`src/rtl/mrr_engine.sv`:
```
module mrr_engine #(
  parameter int TO_W     = 16,
  parameter int TO_RESET = 64
) (
  input  logic        clk,
  input  logic        rst_n,
  input  logic        wr_en,
  input  logic [1:0]  wr_addr,
  input  logic [31:0] wr_data,
  input  logic [1:0]  rd_addr,
  output logic [31:0] rd_data,
  output logic        irq_o,
  output logic        cmd_valid,
  output logic [1:0]  cmd_cs_n,
  output logic [7:0]  cmd_ma,
  input  logic        resp_valid,
  input  logic [15:0] resp_data
);
  localparam logic [1:0] A_CMD  = 2'd0;
  localparam logic [1:0] A_STAT = 2'd1;
  localparam logic [1:0] A_LIM  = 2'd2;
  localparam int PAD_W = 32 - TO_W;

  typedef enum logic [1:0] {S_IDLE, S_ISSUE, S_WAIT} st_t;

  st_t st_q;
  logic [1:0] sel_q;
  logic [7:0] ma_q, dat_q;
  logic dv_q, to_q;
  logic [TO_W-1:0] lim_q, cnt_q;

  wire busy   = (st_q != S_IDLE);
  wire cmd_wr = wr_en && (wr_addr == A_CMD);
  wire st_wr  = wr_en && (wr_addr == A_STAT);
  wire lim_wr = wr_en && (wr_addr == A_LIM);
  wire accept = cmd_wr && !busy && (^wr_data[31:30]);
  wire waiting = (st_q == S_WAIT);
  wire got    = waiting && resp_valid;
  wire expire = waiting && !resp_valid &&
                (({1'b0, cnt_q} + 1'b1) >= {1'b0, lim_q});

  wire unused_bits = ^{wr_data[29:24], wr_data[15:6], wr_data[4:2],
                       wr_data[0], wr_data[31:16], resp_data[15:8]};

  always_ff @(posedge clk or negedge rst_n) begin
    if (!rst_n) begin
      st_q  <= S_IDLE;
      sel_q <= 2'b00;
      ma_q  <= 8'h00;
      dat_q <= 8'h00;
      cnt_q <= '0;
    end else begin
      case (st_q)
        S_IDLE: if (accept) begin
          sel_q <= wr_data[31:30];
          ma_q  <= wr_data[23:16];
          dat_q <= 8'h00;
          st_q  <= S_ISSUE;
        end
        S_ISSUE: begin
          cnt_q <= '0;
          st_q  <= S_WAIT;
        end
        S_WAIT: begin
          if (got) begin
            dat_q <= resp_data[7:0];
            st_q  <= S_IDLE;
          end else if (expire) begin
            st_q <= S_IDLE;
          end else begin
            cnt_q <= cnt_q + 1'b1;
          end
        end
        default: st_q <= S_IDLE;
      endcase
    end
  end

  always_ff @(posedge clk or negedge rst_n) begin
    if (!rst_n) begin
      dv_q  <= 1'b0;
      to_q  <= 1'b0;
      lim_q <= TO_W'(TO_RESET);
    end else begin
      if (got)                      dv_q <= 1'b1;
      else if (st_wr && wr_data[5]) dv_q <= 1'b0;
      if (expire)                   to_q <= 1'b1;
      else if (st_wr && wr_data[1]) to_q <= 1'b0;
      if (lim_wr) lim_q <= wr_data[TO_W-1:0];
    end
  end

  always_comb begin
    case (rd_addr)
      A_CMD:   rd_data = {sel_q, 6'b0, ma_q, 8'b0, dat_q};
      A_STAT:  rd_data = {26'b0, dv_q, 3'b0, to_q, busy};
      A_LIM:   rd_data = {{PAD_W{1'b0}}, lim_q};
      default: rd_data = 32'h0;
    endcase
  end

  assign irq_o     = dv_q;
  assign cmd_valid = (st_q == S_ISSUE);
  assign cmd_cs_n  = cmd_valid ? sel_q : 2'b11;
  assign cmd_ma    = ma_q;
endmodule

```
`config.mk`:
```
export PLATFORM = sky130hd
export DESIGN_NAME = mrr_engine
export DESIGN_NICKNAME = d
export VERILOG_FILES = /design/src/rtl/mrr_engine.sv
export SDC_FILE = /design/constraint.sdc
export NUM_CORES = 1
export LEC_CHECK = 0
export BUFFER_PORTS_ARGS = -buffer_cell sky130_fd_sc_hd__buf_4
export CORE_MARGIN = 2
export CORE_UTILIZATION = 45
export CTS_CLUSTER_DIAMETER = 30
export DETAILED_ROUTE_END_ITERATION = 8
export GPL_TIMING_DRIVEN = 1
export PLACE_DENSITY = 0.71
export SYNTH_ARGS = -nofsm -noshare
export SYNTH_HDL_FRONTEND = slang
export SYNTH_SLANG_ARGS = --single-unit
```
`constraint.sdc`:
```
create_clock -name clk -period 3.4 [get_ports clk]
set_input_delay 0.34 -clock clk [delete_from_list [all_inputs] [get_ports clk]]
set_output_delay 0.34 -clock clk [all_outputs]
set_load 0.02 [all_outputs]
```
Word-level counts from Yosys, hierarchy flattened. Index checks and enable logic that the tools add are counted.

Output and inout port bits: 44. Input bits: 56. Flip-flop bits (word level): 54.

Multiplexer cells: 16. $lt $le $gt $ge: 1. Reductions and logical operators: 25. Add/subtract/negate cells: 2. Eq/ne operators: 11.

Operators by type and width (count): $pmux 32 s3 (1); $mux 16 (2); $pmux 16 s2 (1); $add 16x1->17 const B (1); $ge 17x16->1 (1); $add 16x1->16 const B (1); $mux 8 (2); $pmux 8 s2 (1); $logic_and 1x1->1 (10); $reduce_bool 2->1 (5); $mux 2 (4); $eq 2x1->1 const B (3); $eq 2x2->1 const B (3); $logic_not 2->1 (3); $ne 2x2->1 const B (3); $pmux 2 s3 (1); $reduce_and 3->1 (2); $mux 1 (4); $reduce_and 2->1 (2); $ne 3x1->1 const B (1); $logic_not 1->1 (2); $ne 2x1->1 const B (1); $reduce_xor 2->1 (1).

Longest topological paths before layout. Gate-level depths: netlist of run 1.

Word-level depth: 6. Gate-level depth with buffers: 14. Mapped depth without buffers: 12.

Worst setup path before layout of run 1. No wires, ideal clock.

Path kind: register -> register. From: register cnt_q[0]. To: register cnt_q[8]. Arrival time: 2976 ps. Cell stages (with the launch flop): 14. Path buffers: 1. Setup time: 135 ps. Required time: 3265 ps. Setup slack: 289 ps. Cell sequence: dfrtp_1 > ha_1 > nand3_1 > inv_1 > and3_1 > xor2_1 > ha_1 > a21o_1 > a221o_1 > a221oi_2 > nand3b_1 > buf_2 > o31ai_1 > a31oi_1.

Word-level cells in the longest chain between the ends: 5. Elaborated cells between the ends (all ways): 9. Those cells by class: 2 x add/sub; 1 x order compare; 1 x eq/ne; 3 x mux; 2 x reduce/logical.

Ends and longest elaborated chain: from (decl) (line 30) `logic [TO_W-1:0] lim_q, cnt_q;`; from (signal assigned) (line 71) `cnt_q <= cnt_q + 1'b1;`; $add 16x1->17 (line 40) `(({1'b0, cnt_q} + 1'b1) >= {1'b0, lim_q});`; $ge 17x16->1 (line 40); $logic_and 1x1->1 (line 39) `wire expire = waiting && !resp_valid &&`; $ne 2x2->1 (no line); $reduce_and 3->1 (no line).

Several ways; a longest one is shown, not always the timed one. The select of a mux whose other input is x is not followed. A chain may end at the register's enable or synchronous reset.

Worst setup path after layout of run 1.
From: register cnt_q[1]. To: register cnt_q[8].

The elaborated chain is that of the path after synthesis.

==> reports/results.txt, run 1 <==
# Max-Cap Violations -> 0
Core ar. -> 0.00761 mm²
Critical-path cell list -> ha_1 > nand3_2 > inv_1 > and3_1 > xor2_2 > ha_1 > a21o_1 > a221o_1 > a221oi_4 > nand3b_1 > buf_4 > o31ai_1 > a31oi_1
Drt total wl -> 8490 µm
Vias/cell -> 5.38
Master of the slowest instance on the critical path -> dfrtp_1
Crit path largest cell delay -> 0.42 ns
Die height -> 92.0 µm
Max clock buf depth -> 2
WL/cell -> 15.3 µm
Count leader, synth -> dfrtp_1
Total track usage -> 20.7%
Die Area -> 0.00847 mm²
Initial antenna violation count -> 0
Mapped Cells -> 365
EDFF count, synth -> 0
Router iterations before antenna repair -> 4
H-tree levels -> 2
Number of global-route vias before repair -> 3102
First-pass GRT wire length -> 14300 µm
Share of cells above drive strength 1 -> 32.5%
Startpoint Class -> flop
Final non-filler cell total -> 554
Syn_area_per_cell -> 9.55 µm²
Inst Count DP -> 544
Layout fillers -> 700
CTS buffer count -> 5
Clk Latency, worst-skew pair -> 0.31 ns
Register area share after synthesis -> 38.8%
Design area -> 0.00442 mm²
Die width -> 92.0 µm
Status -> finished, final reports clean
Setup crit end kind -> flop
Clock Tree Root -> clkbuf_8
Share of the synthesized area in the top cell type -> 38.0%
Synth async-reset ratio -> 100%
Reg-to-reg startpoint -> cnt_q[1]$_DFFE_PN0P_
Worst hold slack -> 0.0590 ns
Synth area leaders -> dfrtp_1 (38%), mux2_2 (8.1%), ha_1 (7.2%)
Worst Tran Pin Value -> 0.830 ns
Antenna viol nets, final -> 0
Critical Path RT -> 3.57 ns
Ys Warns -> 0
Leakage -> 2.17 nW
Crit share post-route -> 94.3%
Internal reg-to-reg setup slack -> 0.19 ns
DP Wirelength -> 6210 µm
Power density cells -> 560 mW/mm²
Vias -> 2982
CP arrival -> 3.37 ns
RSZ-0062 raised after global routing -> false
CTS Hold Bufs -> 0
Worst rel slew slack -> 44.5%
Syn-to-layout area delta -> 26.6%
Starting Density -> 45.8%
Area leader, netlist -> dfrtp_1
Mapped cell area -> 0.00349 mm²
Post-synth top flop -> dfrtp_1
Most frequent CP cell -> ha_1
Crit Path Class -> flop to flop
Max Fclk -> 312 MHz
Multi-input logic area -> 0.00191 mm²
Setup violators final -> 0
Register area -> 0.00135 mm²
Final worst path period need -> 3.21 ns
CP max FO -> 7
IR drop worst, VDD -> 0.000381 V
GRT Residual Overflow -> 0
Core Rows -> 32
Clock slew seen by the registers of the worst setup and hold paths -> 0.10 ns
Nets -> 527
Max Slew Vio Count -> 0
Antenna fix cells -> 0
Worst Skew -> 0.00507 ns
# clock sinks -> 54
Hold Path Class -> primary input to async pin
Port bufs -> 79
# DRC -> 0
Largest net degree at the start of global routing -> 55
CTS tree -> yes
Post-synth top cells -> dfrtp_1 (53), inv_1 (33), nand3_1 (27), mux2_2 (25), ha_1 (20)
Initial DRC Count -> 149
Worst reg-to-reg path cell count -> 13
Cell variety after synth -> 49
Final hold vios -> 0
RD Place Congestion -> 0.766
Setup TNS -> 0 ns
Placed cell area -> 0.00421 mm²
Reg2Reg Capture Point -> cnt_q[8]$_DFFE_PN0P_
Io pins -> 100
Synthesis-stage register bit count -> 54
-- routing by layer --
layer,vias up,GRT usage (%),wire (µm)
met2,76,36.5,4250
met3,9,2.88,359
met4,0,4.60,97
li1,1440,-,-
met1,1457,26.9,3790
met5,-,0,0
-- worst max-delay path by stage --
stage | from | endpoint | slack [ns] | depth (start not counted)
after detailed placement | cnt_q[1]$_DFFE_PN0P_ | cnt_q[3]$_DFFE_PN0P_ | 0.12 | 13
after CTS | cnt_q[1]$_DFFE_PN0P_ | cnt_q[3]$_DFFE_PN0P_ | 0.06 | 13
after global placement | cnt_q[0]$_DFFE_PN0P_ | cnt_q[3]$_DFFE_PN0P_ | 0.17 | 13
after floorplan | cnt_q[0]$_DFFE_PN0P_ | cnt_q[8]$_DFFE_PN0P_ | 0.29 | 13
final | cnt_q[1]$_DFFE_PN0P_ | cnt_q[8]$_DFFE_PN0P_ | 0.19 | 13
after global routing | cnt_q[1]$_DFFE_PN0P_ | cnt_q[4]$_DFFE_PN0P_ | 0.000007 | 13
-- timing repair --
item	4_1_cts	5_1_grt
gates resized for setup	0	9
buffers inserted	0	2
hold endpoints to repair	0	0
endpoints found under the setup margin	0	18
-- power breakdown --
group          total, mW  switching (mW)  internal, mW
clock              0.532           0.218         0.314
combinational       1.04           0.575         0.461
sequential         0.907           0.108         0.798
total               2.47           0.901          1.57
-- registers in the layout, indices dropped and copies added (netlist names) --
signal	count
st_q	2
lim_q	16
cmd_ma	8
cnt_q	16
to_q	1
dat_q	8
irq_o	1
sel_q	2
-- worst max-delay path: cells and delay by family, from the launching register on --
kind	cells	cell delay (ns)
flip-flops	1	0.42
AND/OR/NAND/NOR	3	0.47
adder cells (fa/ha/maj)	2	0.52
XOR/XNOR	1	0.16
buffers and inverters	2	0.26
AO/OA/AOI/OAI	5	1.22
-- layout make-up --
class | count | area share, %
Sequential cell | 54 | 30.6
Timing Repair Buffer | 101 | 17.2
Clock inverter | 2 | 1.36
Clock buffer | 6 | 1.87
Tap cell | 102 | 2.89
Inverter | 33 | 2.81
Multi-Input combinational cell | 256 | 43.3
-- cell families (layout without fill, tap and decap cells) --
family,Yosys count,count (layout),share of synthesized area [%]
XOR/XNOR,15,15,3.77
flip-flops,54,54,38.8
AO/OA/AOI/OAI,66,66,13.1
multiplexers,33,33,10.4
other,1,6,0.108
AND/OR/NAND/NOR,116,116,18.3
adder cells (fa/ha/maj),20,20,7.18
buffers and inverters,60,142,8.40
-- placed cells by master (no fill, tap or decap), types with 4 or more instances in the layout --
cell	n
nand4_1	12
clkbuf_8	6
nand2_1	16
nor2_1	10
a31oi_1	9
nand3_1	26
nor2b_1	4
mux2_2	25
o21ai_0	13
conb_1	6
a41oi_1	5
buf_4	101
xor2_1	7
a21oi_1	10
inv_1	33
mux2i_1	8
and2_1	19
dfrtp_1	53
xnor2_1	7
o211ai_1	7
o31ai_1	6
nand2b_1	11
ha_1	20
-- stage by stage --
step / util (%) / setup WS, ns / total power [mW]
after floorplan: - / 0.289 / 1.57
after global placement: 55.3 / 0.173 / 1.91
after detailed placement: 55.3 / 0.121 / 1.95
after CTS: 57.2 / 0.0604 / 2.48
after global routing: 58.0 / 0.00000666 / 2.63
final: 58.0 / 0.194 / 2.47
No activity file was read; power rests on OpenSTA's default activity.
==> inputs of run 2 (changes only) <==
CELL_PAD_IN_SITES_DETAIL_PLACEMENT = 1   (was default)
CELL_PAD_IN_SITES_GLOBAL_PLACEMENT = 1   (was default)
CORE_UTILIZATION = 39   (was 45)
PLACE_DENSITY = default   (was 0.71)
PLACE_DENSITY_LB_ADDON = 0.1   (was default)
REMOVE_ABC_BUFFERS = 1   (was default)
==> run 2 against run 1 <==
Compared with the run above: critical path depth rose by 1; power fell by 4.0%; utilization fell by 7.1 points; die area rose by 15%; sequential share of layout area barely moved; wire length rose by 16%; critical endpoint is now st_q[1]$_DFFE_PN0P_; sequential power barely moved; global-route usage rose by 0.13 points.
==> reports/results.txt, run 2 (synthesis results as in run 1) <==
Nets -> 533 (+1.1%)
Inst Count DP -> 553 (+1.7%)
Max Fclk -> 312 MHz (about the same)
Worst hold slack -> 0.0496 ns (-0.00942 ns)
Max clock buf depth -> 2 (unchanged)
Status -> finished, final reports clean
Worst Setup Slack post-DPL -> 0.105 ns (-0.0159 ns)
Worst Skew -> 0.0102 ns (+0.00515 ns)
Port bufs -> 79 (unchanged)
Most frequent CP cell -> buf_4
Placed cell area -> 0.00424 mm² (+0.71%)
Setup violators final -> 0 (unchanged)
Final non-filler cell total -> 566 (+2.2%)
Router iterations before antenna repair -> 4 (unchanged)
Most common cell after layout, fill and taps aside -> buf_4
Initial DRC Count -> 99 (-34%)
Final hold vios -> 0 (unchanged)
Core Rows -> 34 (+6.3%)
CP arrival -> 3.41 ns (+0.04 ns)
H-tree levels -> 2 (unchanged)
Clock slew seen by the registers of the worst setup and hold paths -> 0.11 ns (about the same)
Die Area -> 0.00971 mm² (+15%)
Critical Path RT -> 3.61 ns (+0.04 ns)
First-pass GRT wire length -> 16400 µm (+14%)
Clk Latency, worst-skew pair -> 0.32 ns (about the same)
Antenna viol nets, final -> 0 (unchanged)
Total track usage -> 20.8% (+0.13 points)
Design area -> 0.00442 mm² (about the same)
GRT Residual Overflow -> 0 (unchanged)
Antenna fix cells -> 0 (unchanged)
Vias -> 3044 (+2.1%)
Power density cells -> 537 mW/mm² (-4.1%)
Startpoint Class -> flop
RD Place Congestion -> 0.803 (+4.8%)
Core ar. -> 0.00868 mm² (+14%)
Worst Tran Pin Value -> 0.896 ns (+0.0657 ns)
Syn-to-layout area delta -> 26.7% (about the same)
Initial antenna violation count -> 0 (unchanged)
Die height -> 98.6 µm (+7.1%)
Die width -> 98.6 µm (+7.1%)
# Max-Cap Violations -> 0 (unchanged)
Crit share post-route -> 94.3% (about the same)
# DRC -> 0 (unchanged)
Critical path buffer and inverter count -> 3 (+1)
Setup crit end kind -> flop
CTS Hold Bufs -> 0 (unchanged)
Crit Path Class -> flop to flop
Largest net degree at the start of global routing -> 55 (unchanged)
Worst rel slew slack -> 40.1% (-4.4 points)
Clock Tree Root -> clkbuf_8
CP max FO -> 5 (-2)
Max Slew Vio Count -> 0 (unchanged)
Master of the slowest instance on the critical path -> dfrtp_1
Final WS setup -> 0.195 ns (+0.000623 ns)
DP Wirelength -> 7240 µm (+17%)
Io pins -> 100 (unchanged)
CTS buffer count -> 5 (unchanged)
Number of global-route vias before repair -> 3302 (+6.4%)
Leakage -> 2.18 nW (+0.13%)
Drt total wl -> 9830 µm (+16%)
IR drop worst, VDD -> 0.000346 V (-9.3%)
CTS tree -> yes
Hold Path Class -> primary input to async pin
Largest registers -> cnt_q (16), lim_q (16)
Starting Density -> 40.2% (-5.7 points)
Share of cells above drive strength 1 -> 33.4% (+0.88 points)
WL/cell -> 17.4 µm (+13%)
Final worst path period need -> 3.20 ns (-0.000623 ns)
Most frequent cells in the layout -> buf_4 (107), dfrtp_1 (53), inv_1 (33)
Delay-heaviest family, CP -> simple AND/OR/NAND/NOR gates
Vias/cell -> 5.38 (about the same)
Crit path largest cell delay -> 0.47 ns (+0.05 ns)
# clock sinks -> 54 (unchanged)
Critical-path cell list -> nand4_1 > buf_4 > nor3_1 > and3_1 > xnor2_1 > ha_1 > nand3_1 > nor3_1 > buf_4 > a221oi_4 > buf_4 > and2_2 > a32oi_1 > mux2_2
[run 2: cell count changes in the layout (fill, tap and decap cells not counted)]
cell	change
buf_4	+6
bufinv_16	-2
clkinv_4	+2
nor3_1	+1
nor3_4	-1
o31ai_1	-1
o31ai_2	+1
[run 2: timing repair]
item | CTS | global route
gates resized for setup | 0 | 8
buffers inserted | 0 | 5
setup endpoints to repair | 0 | 19
[run 2: cell type report]
| cell class | instances | area (µm²) |
|---|---|---|
| clock buffers | 6 | 82.6 |
| inverters | 33 | 124 |
| flip-flops and latches | 54 | 1350 |
| fillers | 1027 | 4260 |
| repair buffers | 107 | 803 |
| well taps | 108 | 135 |
| multi-input cells | 256 | 1900 |
| clock inverters | 2 | 17.5 |
[run 2: worst paths after layout]
kind	startpoint	end	slack, ns	depth (start not counted)
max	cnt_q[6]$_DFFE_PN0P_	st_q[1]$_DFFE_PN0P_	0.20	14
min	rst_n	lim_q[10]$_DFFE_PN0P_	0.05	1
max reg2reg	cnt_q[6]$_DFFE_PN0P_	st_q[1]$_DFFE_PN0P_	0.20	14
min reg2reg	to_q$_DFFE_PN0P_	to_q$_DFFE_PN0P_	0.53	1
max in group asynchronous	rst_n	to_q$_DFFE_PN0P_	2.86	1
min in group clk	wr_data[31]	sel_q[0]$_DFFE_PN0P_	0.21	2
[run 2: where the power goes]
part / internal (mW) / switching, mW / total, mW
registers: 0.798 / 0.111 / 0.909
clock network: 0.168 / 0.231 / 0.400
logic: 0.468 / 0.599 / 1.07
total: 1.43 / 0.941 / 2.37
[run 2: layer usage]
| metal | part of all wire [%] | GRT usage [%] |
|---|---|---|
| met3 | 4.0 | 3.55 |
| met4 | 1.1 | 4.53 |
| met5 | 0 | 0 |
| met2 | 53 | 38.1 |
| met1 | 42 | 25.6 |
[run 2: metrics by stage]
stage	util, %	power (mW)	TNS [ns]
floorplan	-	1.52	0
global placement	48.8	1.94	0
detailed placement	48.8	1.98	0
CTS	50.0	2.39	0
global route	50.9	2.54	-0.00368
finish	50.9	2.37	0
==> inputs of run 3 (changes only) <==
CORE_ASPECT_RATIO = 1.25   (was default)
==> run 3 against run 2 <==
Compared with the run above: hold slack lost 0.0096 ns; critical path depth shrank 2; wire length shrank 0.85%; register-to-register slack lost 0.05 ns; setup slack lost 0.045 ns; sequential share of layout area shrank 0.31 points; utilization grew 0.39 points; combinational power is essentially flat; non-clock buffer count shrank 4; critical endpoint unchanged; largest cell class unchanged.
==> reports/results.txt, run 3 (synthesis results as in run 1) <==
Reg-to-reg startpoint -> cnt_q[0]$_DFFE_PN0P_
CP arrival -> 3.46 ns (+0.05 ns)
Die height -> 110 µm (+11%)
Die Area -> 0.00972 mm² (about the same)
Crit Path Class -> flop to flop
Hold Path Class -> primary input to async pin
Internal Power -> 1.51 mW (+5.0%)
Status -> finished, final reports clean
# clock sinks -> 54 (unchanged)
Syn-to-layout area delta -> 28.0%
Most common cell after layout, fill and taps aside -> buf_4
Switching Fraction -> 38.2% (-1.4 points)
Worst Setup Slack post-DPL -> 0.0550 ns (-0.0502 ns)
# DRC -> 0 (unchanged)
Startpoint Class -> flop
Placed cell area -> 0.00426 mm² (+0.47%)
Worst Skew -> 0.0106 ns (+0.000380 ns)
Port bufs -> 79 (unchanged)
Clock network power share -> 19.1% (+2.3 points)
First-pass GRT wire length -> 15500 µm (-5.1%)
CTS tree -> yes
DP Wirelength -> 7050 µm (-2.6%)
Final worst path period need -> 3.25 ns (+0.0452 ns)
Power density cells -> 546 mW/mm² (+1.6%)
Largest net degree at the start of global routing -> 55 (unchanged)
Router iterations before antenna repair -> 4 (unchanged)
Multi-input logic area -> 0.00193 mm² (+1.4%)
Sequential power share -> 37.1% (-1.2 points)
Antenna viol nets, final -> 0 (unchanged)
Most frequent cells in the layout -> buf_4 (101), dfrtp_1 (53), inv_1 (33)
Total track usage -> 20.7% (-0.097 points)
Initial DRC Count -> 94 (-5.1%)
Design area -> 0.00446 mm² (+1.0%)
# Max-Cap Violations -> 0 (unchanged)
Nets -> 529 (-0.75%)
Share of cells above drive strength 1 -> 33.7% (+0.29 points)
Worst hold slack -> 0.0400 ns (-0.00960 ns)
Die width -> 88.6 µm (-10%)
Setup violators final -> 0 (unchanged)
Vias -> 3020 (-0.79%)
Max clock buf depth -> 2 (unchanged)
IR drop worst, VDD -> 0.000358 V (+3.5%)
RD Place Congestion -> 0.774 (-3.6%)
Starting Density -> 40.1% (-0.10 points)
Setup crit end kind -> flop
Core Rows -> 38 (+12%)
Layout fillers -> 1039 (+1.2%)
Final WS setup -> 0.150 ns (-0.0452 ns)
Crit share post-route -> 95.6% (+1.3 points)
Pwr Total -> 2.44 mW (+2.6%)
Core ar. -> 0.00870 mm² (+0.26%)
H-tree levels -> 2 (unchanged)
Clock slew seen by the registers of the worst setup and hold paths -> 0.10 ns (about the same)
Worst reg-to-reg path cell count -> 12 (-2)
CTS buffer count -> 5 (unchanged)
Vias/cell -> 5.26 (-2.2%)
Gate power share -> 43.8% (-1.1 points)
Internal reg-to-reg setup slack -> 0.15 ns (-0.05 ns)
Initial antenna violation count -> 0 (unchanged)
Drt total wl -> 9750 µm (-0.85%)
Worst rel slew slack -> 42.2% (+2.1 points)
Reg2Reg Capture Point -> st_q[1]$_DFFE_PN0P_
Leakage -> 2.18 nW (+0.19%)
Sw Pwr -> 0.931 mW (-1.0%)
Clock Tree Root -> clkbuf_8
Clk Latency, worst-skew pair -> 0.32 ns (about the same)
Max Fclk -> 308 MHz (-1.4%)
GRT Residual Overflow -> 0 (unchanged)
Final hold vios -> 0 (unchanged)
CP max FO -> 6 (+1)
Antenna fix cells -> 0 (unchanged)
Worst Tran Pin Value -> 0.864 ns (-0.0317 ns)
Register area -> 0.00135 mm² (unchanged)
Io pins -> 100 (unchanged)
Number of global-route vias before repair -> 3161 (-4.3%)
Largest registers -> cnt_q (16), lim_q (16)
Critical Path RT -> 3.61 ns (about the same)
WL/cell -> 17.0 µm (-2.2%)
Max Slew Vio Count -> 0 (unchanged)
run 3: changes by cell type in the layout (fill, tap and decap cells not counted):
cell,previous run,this run
buf_4,107,101
clkinv_4,2,0
o31ai_1,5,3
o31ai_2,1,3
buf_12,0,1
buf_6,0,1
bufinv_16,0,1
clkbuf_1,0,1
ha_1,20,19
ha_2,0,1
nor3_1,3,2
nor3_4,0,1
o21ai_1,1,0
o21ai_2,0,1
run 3: per-layer routing:
metal / global-route usage, % / wire length, µm / share of wire [%] / up-vias
met1: 24.4 / 3980 / 41 / 1497
met3: 3.45 / 320 / 3.3 / 12
li1: - / - / - / 1448
met2: 38.1 / 5280 / 54 / 63
met4: 5.95 / 168 / 1.7 / 0
met5: 0 / 0 / 0 / -
run 3: power by group through the flow:
stage                     Clock [mW]  Sequential, mW  Combinational (mW)
after floorplan                    0           0.962               0.555
after global placement             0           0.909                1.02
after detailed placement           0           0.918                1.05
after CTS                      0.485           0.906                1.06
after global routing           0.502           0.929                1.17
final                          0.466           0.905                1.07
run 3: critical path, cell delays in order, from the launching register on:
cell     delay, ns
dfrtp_1       0.40
buf_4         0.17
nand4_1       0.22
nor3_2        0.25
nand3_1       0.18
xnor2_1       0.18
ha_1          0.29
nand3_1       0.13
nor3_4        0.28
nand4_1       0.20
o21a_1        0.24
a32oi_1       0.24
mux2_2        0.36
run 3: cell type report:
type                       instances  area share, %
clock buffer                       7           1.93
clock inverter                     1          0.673
inverter                          33           2.77
multi-input combinational        256           43.3
sequential                        54           30.3
tap                              120           3.36
timing repair buffer             103           17.7
run 3: what timing repair did:
item / 4_1_cts / 5_1_grt
resized for setup: 0 / 15
hold buffers: 0 / 0
setup endpoints to repair: 0 / 18
setup buffers: 0 / 2
hold endpoints to repair: 0 / 0
run 3: worst max path at each step:
stage | start | endpoint | slack, ns | depth (start not counted)
2_1_floorplan | cnt_q[0]$_DFFE_PN0P_ | cnt_q[12]$_DFFE_PN0P_ | 0.08 | 12
3_3_place_gp | cnt_q[0]$_DFFE_PN0P_ | st_q[1]$_DFFE_PN0P_ | 0.14 | 12
3_5_place_dp | cnt_q[0]$_DFFE_PN0P_ | cnt_q[11]$_DFFE_PN0P_ | 0.06 | 14
4_1_cts | cnt_q[0]$_DFFE_PN0P_ | cnt_q[2]$_DFFE_PN0P_ | 0.006 | 14
5_1_grt | cnt_q[0]$_DFFE_PN0P_ | st_q[1]$_DFFE_PN0P_ | -0.01 | 12
6_report | cnt_q[0]$_DFFE_PN0P_ | st_q[1]$_DFFE_PN0P_ | 0.15 | 12
run 3: per-stage QoR:
step / util [%] / setup TNS, ns / cells
floorplan: - / 0 / 343
global placement: 48.9 / 0 / 564
detailed placement: 48.9 / 0 / 564
CTS: 50.3 / 0 / 572
global route: 51.3 / -0.0422 / 574
finish: 51.3 / 0 / 574
